`src/rtl/dsi_seq_pkg.sv`:
```
package dsi_seq_pkg;

  typedef enum logic [2:0] {
    SEG_LP  = 3'd0,
    SEG_SS  = 3'd1,
    SEG_SA  = 3'd2,
    SEG_SE  = 3'd3,
    SEG_BP  = 3'd4,
    SEG_ACT = 3'd5,
    SEG_FP  = 3'd6,
    SEG_BLK = 3'd7
  } seg_e;

  typedef enum logic [1:0] {
    VPH_SYNC  = 2'd0,
    VPH_BACK  = 2'd1,
    VPH_ACT   = 2'd2,
    VPH_FRONT = 2'd3
  } vph_e;

  localparam int NUM_VPH = 4;

endpackage

```
`src/rtl/dsi_seq_cfg.sv`:
```
module dsi_seq_cfg
  import dsi_seq_pkg::*;
#(
  parameter int LINE_W = 12,
  parameter int BYTE_W = 16,
  localparam int BW    = BYTE_W + 3
) (
  input  logic                             clk_i,
  input  logic                             rst_ni,
  input  logic                             load_i,
  input  logic                             pulse_i,
  input  logic [NUM_VPH-1:0][LINE_W-1:0]   vcnt_i,
  input  logic [LINE_W-1:0]                fp_hs_i,
  input  logic [BYTE_W-1:0]                hsa_i,
  input  logic [BYTE_W-1:0]                hbp_i,
  input  logic [BYTE_W-1:0]                hact_i,
  input  logic [BYTE_W-1:0]                hfp_i,
  input  logic [BYTE_W-1:0]                line_len_i,
  input  logic [BYTE_W-1:0]                blank_len_i,
  output logic                             pulse_o,
  output logic [NUM_VPH-1:0][LINE_W-1:0]   vcnt_o,
  output logic [LINE_W-1:0]                fp_hs_o,
  output logic [BYTE_W-1:0]                line_len_o,
  output logic [BYTE_W-1:0]                blank_len_o,
  output logic [BW-1:0]                    e_sa_o,
  output logic [BW-1:0]                    e_se_o,
  output logic [BW-1:0]                    e_bp_o,
  output logic [BW-1:0]                    e_act_o,
  output logic [BW-1:0]                    e_fp_o
);

  logic [BW-1:0] sa_d, se_d, bp_d, act_d, fp_d;

  // segment end offsets; event framing collapses sync-active and sync-end
  always_comb begin
    sa_d  = pulse_i ? BW'(hsa_i) + BW'(1) : BW'(1);
    se_d  = pulse_i ? sa_d + BW'(1) : BW'(1);
    bp_d  = se_d + BW'(hbp_i);
    act_d = bp_d + BW'(hact_i);
    fp_d  = act_d + BW'(hfp_i);
  end

  always_ff @(posedge clk_i or negedge rst_ni) begin
    if (!rst_ni) begin
      pulse_o     <= 1'b0;
      vcnt_o      <= '0;
      fp_hs_o     <= '0;
      line_len_o  <= '0;
      blank_len_o <= '0;
      e_sa_o      <= '0;
      e_se_o      <= '0;
      e_bp_o      <= '0;
      e_act_o     <= '0;
      e_fp_o      <= '0;
    end else if (load_i) begin
      pulse_o     <= pulse_i;
      vcnt_o      <= vcnt_i;
      fp_hs_o     <= fp_hs_i;
      line_len_o  <= line_len_i;
      blank_len_o <= blank_len_i;
      e_sa_o      <= sa_d;
      e_se_o      <= se_d;
      e_bp_o      <= bp_d;
      e_act_o     <= act_d;
      e_fp_o      <= fp_d;
    end
  end

endmodule

```
`src/rtl/dsi_seq_vert.sv`:
```
module dsi_seq_vert
  import dsi_seq_pkg::*;
#(
  parameter int LINE_W = 12,
  localparam int IDX_W = LINE_W + 2
) (
  input  logic                           clk_i,
  input  logic                           rst_ni,
  input  logic                           start_i,
  input  vph_e                           start_ph_i,
  input  logic                           adv_i,
  input  logic [NUM_VPH-1:0][LINE_W-1:0] vcnt_i,
  output vph_e                           vph_o,
  output logic [LINE_W-1:0]              vline_o,
  output logic [IDX_W-1:0]               line_idx_o,
  output logic                           last_o
);

  vph_e              vph_q;
  logic [LINE_W-1:0] vline_q;
  logic [IDX_W-1:0]  idx_q;
  vph_e              nxt_ph;
  logic              nxt_found;
  logic              ph_done;

  // nearest later phase with a nonzero count
  always_comb begin
    nxt_found = 1'b0;
    nxt_ph    = vph_q;
    for (int k = NUM_VPH - 1; k >= 0; k--) begin
      if (k > int'(vph_q) && vcnt_i[k] != '0) begin
        nxt_found = 1'b1;
        nxt_ph    = vph_e'(k[1:0]);
      end
    end
  end

  assign ph_done = ({1'b0, vline_q} + (LINE_W+1)'(1)) >= {1'b0, vcnt_i[vph_q]};
  assign last_o  = ph_done && !nxt_found;

  always_ff @(posedge clk_i or negedge rst_ni) begin
    if (!rst_ni) begin
      vph_q   <= VPH_SYNC;
      vline_q <= '0;
      idx_q   <= '0;
    end else if (start_i) begin
      vph_q   <= start_ph_i;
      vline_q <= '0;
      idx_q   <= '0;
    end else if (adv_i) begin
      idx_q <= idx_q + IDX_W'(1);
      if (!ph_done) begin
        vline_q <= vline_q + LINE_W'(1);
      end else if (nxt_found) begin
        vph_q   <= nxt_ph;
        vline_q <= '0;
      end
    end
  end

  assign vph_o      = vph_q;
  assign vline_o    = vline_q;
  assign line_idx_o = idx_q;

endmodule

```
`src/rtl/dsi_seq_hseg.sv`:
```
module dsi_seq_hseg
  import dsi_seq_pkg::*;
#(
  parameter int BYTE_W = 16,
  localparam int BW    = BYTE_W + 3
) (
  input  logic              run_i,
  input  logic              pulse_i,
  input  logic              act_line_i,
  input  logic              lp_line_i,
  input  logic [BYTE_W-1:0] byte_i,
  input  logic [BW-1:0]     e_sa_i,
  input  logic [BW-1:0]     e_se_i,
  input  logic [BW-1:0]     e_bp_i,
  input  logic [BW-1:0]     e_act_i,
  input  logic [BW-1:0]     e_fp_i,
  output seg_e              seg_o
);

  logic [BW-1:0] b;
  assign b = BW'(byte_i);

  always_comb begin
    if (!run_i || lp_line_i)  seg_o = SEG_LP;
    else if (b == '0)         seg_o = SEG_SS;
    else if (b < e_sa_i)      seg_o = SEG_SA;
    else if (b < e_se_i)      seg_o = SEG_SE;
    else if (!act_line_i)     seg_o = pulse_i ? SEG_BLK : SEG_LP;
    else if (b < e_bp_i)      seg_o = SEG_BP;
    else if (b < e_act_i)     seg_o = SEG_ACT;
    else if (!pulse_i)        seg_o = SEG_LP;
    else if (b < e_fp_i)      seg_o = SEG_FP;
    else                      seg_o = SEG_BLK;
  end

endmodule

```
`src/rtl/dsi_line_seq.sv`:
```
module dsi_line_seq
  import dsi_seq_pkg::*;
#(
  parameter int LINE_W = 12,
  parameter int BYTE_W = 16
) (
  input  logic              clk_i,
  input  logic              rst_ni,
  input  logic              en_i,
  input  logic              pulse_mode_i,
  input  logic [LINE_W-1:0] vsa_lines_i,
  input  logic [LINE_W-1:0] vbp_lines_i,
  input  logic [LINE_W-1:0] vact_lines_i,
  input  logic [LINE_W-1:0] vfp_lines_i,
  input  logic [LINE_W-1:0] fp_hs_lines_i,
  input  logic [BYTE_W-1:0] hsa_bytes_i,
  input  logic [BYTE_W-1:0] hbp_bytes_i,
  input  logic [BYTE_W-1:0] hact_bytes_i,
  input  logic [BYTE_W-1:0] hfp_bytes_i,
  input  logic [BYTE_W-1:0] line_len_i,
  input  logic [BYTE_W-1:0] blank_len_i,
  output logic              frame_start_o,
  output logic              line_start_o,
  output logic              sync_start_o,
  output logic              sync_end_o,
  output logic              act_o,
  output logic              lp_req_o,
  output logic [2:0]        seg_o,
  output logic [1:0]        vphase_o,
  output logic [LINE_W+1:0] line_idx_o,
  output logic [BYTE_W-1:0] byte_idx_o
);

  localparam int IDX_W = LINE_W + 2;
  localparam int BW    = BYTE_W + 3;

  logic                           run_q, fs_q;
  logic [BYTE_W-1:0]              byte_q;
  logic [NUM_VPH-1:0][LINE_W-1:0] raw_cnt;
  vph_e                           first_ph;

  logic                           c_pulse;
  logic [NUM_VPH-1:0][LINE_W-1:0] c_vcnt;
  logic [LINE_W-1:0]              c_fp_hs;
  logic [BYTE_W-1:0]              c_line_len, c_blank_len;
  logic [BW-1:0]                  c_e_sa, c_e_se, c_e_bp, c_e_act, c_e_fp;

  vph_e                           vph;
  logic [LINE_W-1:0]              vline;
  logic [IDX_W-1:0]               line_idx;
  logic                           v_last;

  logic [BYTE_W-1:0]              dur;
  logic                           line_end, frame_end, load, adv;
  logic                           act_line, lp_line;
  seg_e                           seg;

  assign raw_cnt = {vfp_lines_i, vact_lines_i, vbp_lines_i, vsa_lines_i};

  // first nonempty phase of the frame about to start
  always_comb begin
    first_ph = VPH_SYNC;
    for (int k = NUM_VPH - 1; k >= 0; k--) begin
      if (raw_cnt[k] != '0) first_ph = vph_e'(k[1:0]);
    end
  end

  assign dur       = (vph == VPH_ACT) ? c_line_len : c_blank_len;
  assign line_end  = run_q && (({1'b0, byte_q} + (BYTE_W+1)'(1)) >= {1'b0, dur});
  assign frame_end = line_end && v_last;
  assign load      = en_i && (!run_q || frame_end);
  assign adv       = line_end && !v_last;

  always_ff @(posedge clk_i or negedge rst_ni) begin
    if (!rst_ni) begin
      run_q  <= 1'b0;
      fs_q   <= 1'b0;
      byte_q <= '0;
    end else begin
      fs_q <= load;
      if (load) begin
        run_q  <= 1'b1;
        byte_q <= '0;
      end else if (frame_end) begin
        run_q  <= 1'b0;
        byte_q <= '0;
      end else if (line_end) begin
        byte_q <= '0;
      end else if (run_q) begin
        byte_q <= byte_q + BYTE_W'(1);
      end
    end
  end

  dsi_seq_cfg #(.LINE_W(LINE_W), .BYTE_W(BYTE_W)) u_cfg (
    .clk_i       (clk_i),
    .rst_ni      (rst_ni),
    .load_i      (load),
    .pulse_i     (pulse_mode_i),
    .vcnt_i      (raw_cnt),
    .fp_hs_i     (fp_hs_lines_i),
    .hsa_i       (hsa_bytes_i),
    .hbp_i       (hbp_bytes_i),
    .hact_i      (hact_bytes_i),
    .hfp_i       (hfp_bytes_i),
    .line_len_i  (line_len_i),
    .blank_len_i (blank_len_i),
    .pulse_o     (c_pulse),
    .vcnt_o      (c_vcnt),
    .fp_hs_o     (c_fp_hs),
    .line_len_o  (c_line_len),
    .blank_len_o (c_blank_len),
    .e_sa_o      (c_e_sa),
    .e_se_o      (c_e_se),
    .e_bp_o      (c_e_bp),
    .e_act_o     (c_e_act),
    .e_fp_o      (c_e_fp)
  );

  dsi_seq_vert #(.LINE_W(LINE_W)) u_vert (
    .clk_i      (clk_i),
    .rst_ni     (rst_ni),
    .start_i    (load),
    .start_ph_i (first_ph),
    .adv_i      (adv),
    .vcnt_i     (c_vcnt),
    .vph_o      (vph),
    .vline_o    (vline),
    .line_idx_o (line_idx),
    .last_o     (v_last)
  );

  assign act_line = (vph == VPH_ACT);
  assign lp_line  = c_pulse && (vph == VPH_FRONT) && (vline >= c_fp_hs);

  dsi_seq_hseg #(.BYTE_W(BYTE_W)) u_hseg (
    .run_i      (run_q),
    .pulse_i    (c_pulse),
    .act_line_i (act_line),
    .lp_line_i  (lp_line),
    .byte_i     (byte_q),
    .e_sa_i     (c_e_sa),
    .e_se_i     (c_e_se),
    .e_bp_i     (c_e_bp),
    .e_act_i    (c_e_act),
    .e_fp_i     (c_e_fp),
    .seg_o      (seg)
  );

  assign frame_start_o = fs_q;
  assign line_start_o  = run_q && (byte_q == '0);
  assign sync_start_o  = (seg == SEG_SS);
  assign sync_end_o    = (seg == SEG_SE);
  assign act_o         = (seg == SEG_ACT);
  assign lp_req_o      = (seg == SEG_LP);
  assign seg_o         = seg;
  assign vphase_o      = vph;
  assign line_idx_o    = line_idx;
  assign byte_idx_o    = byte_q;

endmodule

```
`config.mk`:
```
export PLATFORM = sky130hd
export DESIGN_NAME = dsi_line_seq
export DESIGN_NICKNAME = d
export VERILOG_FILES = /design/src/rtl/dsi_seq_pkg.sv /design/src/rtl/dsi_seq_cfg.sv /design/src/rtl/dsi_seq_vert.sv /design/src/rtl/dsi_seq_hseg.sv /design/src/rtl/dsi_line_seq.sv
export SDC_FILE = /design/constraint.sdc
export NUM_CORES = 1
export LEC_CHECK = 0
export BUFFER_PORTS_ARGS = -buffer_cell sky130_fd_sc_hd__buf_4
export CAP_MARGIN = 20
export CORE_MARGIN = 10
export CORE_UTILIZATION = 31
export CTS_BUF_LIST = sky130_fd_sc_hd__clkbuf_8
export DETAILED_ROUTE_END_ITERATION = 10
export PLACE_DENSITY_LB_ADDON = 0.1
export SYNTH_ARGS = -nofsm -noshare
export SYNTH_HDL_FRONTEND = slang
export SYNTH_HIERARCHICAL = 1
export SYNTH_SLANG_ARGS = --single-unit
export TNS_END_PERCENT = 20
```
`constraint.sdc`:
```
create_clock -name clk_i -period 5.5 [get_ports clk_i]
set_clock_uncertainty 0.2 [all_clocks]
set_input_delay 0.275 -clock clk_i [delete_from_list [all_inputs] [get_ports clk_i]]
set_output_delay 0.275 -clock clk_i [all_outputs]
set_load 0.01 [all_outputs]
```
==> results.md <==
* GR Layer Usage met3 at under 10%
* Synth top area share at a little over a third
* DRC violations left at 0
* Pwr Density at ~400 nW/um^2
* CP most frequent cell: buf_4
* Initial drt markers at ~530
* Status: complete, no violations
* Synth async-reset ratio at 100%
* Layout cell share with drive strength beyond 1 at about a third
* EDFF count, synth at 0
* Max Cap Viol at 0
* H-tree depth at 2
* Leading area contributor after synthesis: dfrtp_1
* Area delta synth->final at 37.7%
* Worst-path fanout max at 4
* Largest stage delay on the critical path at approximately 0.38 ns
* Placed inst area at about 20000 um^2
* Most frequent cell after synthesis: dfrtp_1
* Sequential area share after synthesis at 35.9%
* Final slew viol count at 0
* CP bufs+invs at 5
* Core Util, Final at between 40% and 50%
* First-pass GRT wire length at ~81000 um
* Post-DR wirelength/cell at between 15 and 20 um
* Worst Setup Start Kind: input pin
* ANT cells at 0
* M2 GR Usage at 27.5%
* Post-route ant nets at 0
* Worst Tran Pin Value at a little over 0.8 ns
* Design area at 22200 um^2
* Via count at 13800
* Cell family with most CP delay: compound AO/OA/AOI/OAI gates
* CP endpoint kind: register
* Max transition margin at 44.9%
* TritonRoute pass-1 iters at 5
* Top cells by area, synth: dfrtp_1 (36%), ha_1 (13%), mux2_2 (11%)
* Worst Hold Class: input pin to register
* Final HPWL DP at 39000 um
* Initial antenna violation count at 0
* Post-synth top flop: dfrtp_1
* Synth warn at 6
* IO buf count at 200
* Mapped cell area at approximately 16000 um^2
* Unique masters post-synth at 99
* Mean Syn Cell Area at 10.2 um^2
* Required time of the critical path at 5.80 ns
* Slowest cell on crit path: o41ai_2
* CTS tree: done
* CTS Sinks at about 230
* Fin crit share at 96.6%
* Post-route minimum period at ~5.3 ns
* # rows at slightly above 80
* Core area at 51400 um^2
* Fin. Hold Viols at 0
* Crit path arrival time at 5.62 ns
* Unrepaired setup endpoints after global routing: yes
* CP Class: input pin to register
* GRT Overall Usage at roughly 17%
* Gr busiest metal: met2
* P_leak at approximately 10 nW
* Synth Instances at approximately 1600
* Initial Utilization at a little under a third
* Clock Path Buffers at 3
* Die area at ~61000 um^2
* Inserted Clock Buffers at a little under 50
* GP Congestion at roughly 0.85
* Vias in the first global route at roughly 14000
* Pin count of the biggest net entering global routing at about 140
* Post-Route WL at ~53000 um
* Setup Viol. Count Final at 0
* Final nets at roughly 2400
* Clock-pin slew on the worst setup and hold paths at ~0.06 ns
* F_max at between 150 and 200 MHz
* Vias/cell at between 4 and 5
* CTS root buf: clkbuf_8
* VDD IR-drop max at approximately 0.16 mV
* Num ports at 201
* Overall Power at about 8.9 mW
* Post-synth top cells: dfrtp_1 (231), ha_1 (169), mux2_2 (159)
* Seq cells post-synth at around 230
* Die Y at ~250 um
* Overflow after GRT at 0
* Die width at 248 um
* Global Route met1 Usage at between 20% and 30%
* Worst-Skew Late Latency at around 0.63 ns
[cell type report]
type	instances	area [um^2]
fillers	4973	29200
multi-input cells	1179	9920
flip-flops and latches	231	5780
repair buffers	499	4100
clock buffers	64	881
well taps	680	851
inverters	123	462
clock inverters	23	185
[worst paths after layout]
kind                                                          to  slack [ns]  cells after the start                     startpoint
worst max register to register       u_cfg/e_sa_o[0]$_DFFE_PN0P_        0.43                     16  u_vert/vline_o[0]$_DFFE_PN0P_
min in group asynchronous       u_cfg/blank_len_o[2]$_DFFE_PN0P_        0.10                      2                         rst_ni
worst min-delay path                u_cfg/e_sa_o[12]$_DFFE_PN0P_        0.06                      4                hsa_bytes_i[12]
worst max-delay path                u_cfg/e_fp_o[16]$_DFFE_PN0P_        0.18                     28                 hsa_bytes_i[0]
worst min register to register      u_cfg/e_sa_o[11]$_DFFE_PN0P_        0.27                      2   u_cfg/e_sa_o[11]$_DFFE_PN0P_
max in group asynchronous            u_vert/vph_o[1]$_DFFE_PN0P_        3.76                      3                         rst_ni
[layer usage]
| metal | wire (um) | share of wire (%) |
|---|---|---|
| met1 | 24100 | 46 |
| met2 | 24700 | 47 |
| met3 | 2520 | 4.8 |
| met4 | 1370 | 2.6 |
| met5 | 0 | 0 |
[layout by cell type, fill, tap and decap left out, types with 5 or more instances in the layout]
master	count
nand3_1	63
nor2b_1	10
buf_4	375
dlygate4sd3_1	119
o31ai_2	5
mux2i_1	18
a31oi_1	12
nor3b_1	16
and3_1	14
ha_1	167
a21oi_1	64
or3_1	7
xor2_1	37
a21oi_2	8
nor2_2	6
a21o_1	27
nor3_1	25
o21ai_1	7
nor4_1	27
o21a_1	10
o21ai_0	37
nand4_1	24
and4_1	7
xnor2_2	6
mux4_2	12
xnor2_1	54
inv_1	134
dfrtp_1	230
nand2b_1	15
clkbuf_8	64
a31o_2	13
clkinv_2	6
a211oi_1	12
a32o_1	8
nand2_1	83
o2bb2ai_1	7
mux2_2	159
nor2_1	92
[per-stage QoR]
step / setup slack (ns) / hold WS, ns / TNS [ns] / std cells
global placement: -0.541 / 0.182 / -3.28 / 2585
floorplan: -0.0320 / -0.221 / -0.0456 / 1586
CTS: 0.0427 / 0.00341 / 0 / 2791
finish: 0.185 / 0.0574 / 0 / 2799
global route: -0.0634 / 0.0428 / -0.190 / 2799
detailed placement: -0.634 / 0.171 / -3.70 / 2585
[kinds of logic (layout without fill, tap and decap cells)]
family                   after synthesis  after routing  synth area share [%]
AND/OR/NAND/NOR                      437            437                  14.6
flip-flops                           231            231                  35.9
other                                  1              3                0.0233
XOR/XNOR                              99             99                  5.39
adder cells (fa/ha/maj)              172            172                  13.5
AO/OA/AOI/OAI                        276            276                  12.0
buffers and inverters                176            709                  4.48
multiplexers                         192            192                  14.2
[worst reg2reg max path, cell delays in order (launching register included)]
cell	delay, ns
dfrtp_1	0.48
ha_1	0.29
and4_1	0.33
nand4_1	0.15
xnor2_1	0.18
ha_1	0.31
nand3_1	0.10
or3_1	0.34
o211a_4	0.27
nand2_4	0.10
a21boi_0	0.46
nand2_1	0.17
o22ai_4	0.30
buf_12	0.45
nor2_1	0.18
a31oi_1	0.15
dlygate4sd3_1	0.57
[where the power goes]
group | total (mW) | switching, mW | internal [mW]
logic | 4.19 | 2.08 | 2.11
clock network | 2.03 | 0.849 | 1.18
registers | 2.63 | 0.415 | 2.22
total | 8.85 | 3.35 | 5.51
[sequential cells by signal, summed over array words and instances (netlist names)]
register           cells
u_cfg/vcnt_o          48
u_cfg/e_act_o         19
u_cfg/e_bp_o          19
u_cfg/e_fp_o          19
u_cfg/e_se_o          18
u_cfg/e_sa_o          17
byte_idx_o            16
u_cfg/blank_len_o     16
u_cfg/line_len_o      16
u_vert/line_idx_o     14
u_cfg/fp_hs_o         12
u_vert/vline_o        12
u_vert/vph_o           2
frame_start_o          1
run_q                  1
u_cfg/pulse_o          1
[what timing repair did]
action | CTS | global route
setup endpoints to repair | 0 | 10
gates resized for setup | 0 | 49
hold buffers | 119 | 0
endpoints found under the hold margin | 223 | 0
buffers inserted | 0 | 8
No activity file was read; power rests on OpenSTA's default activity.
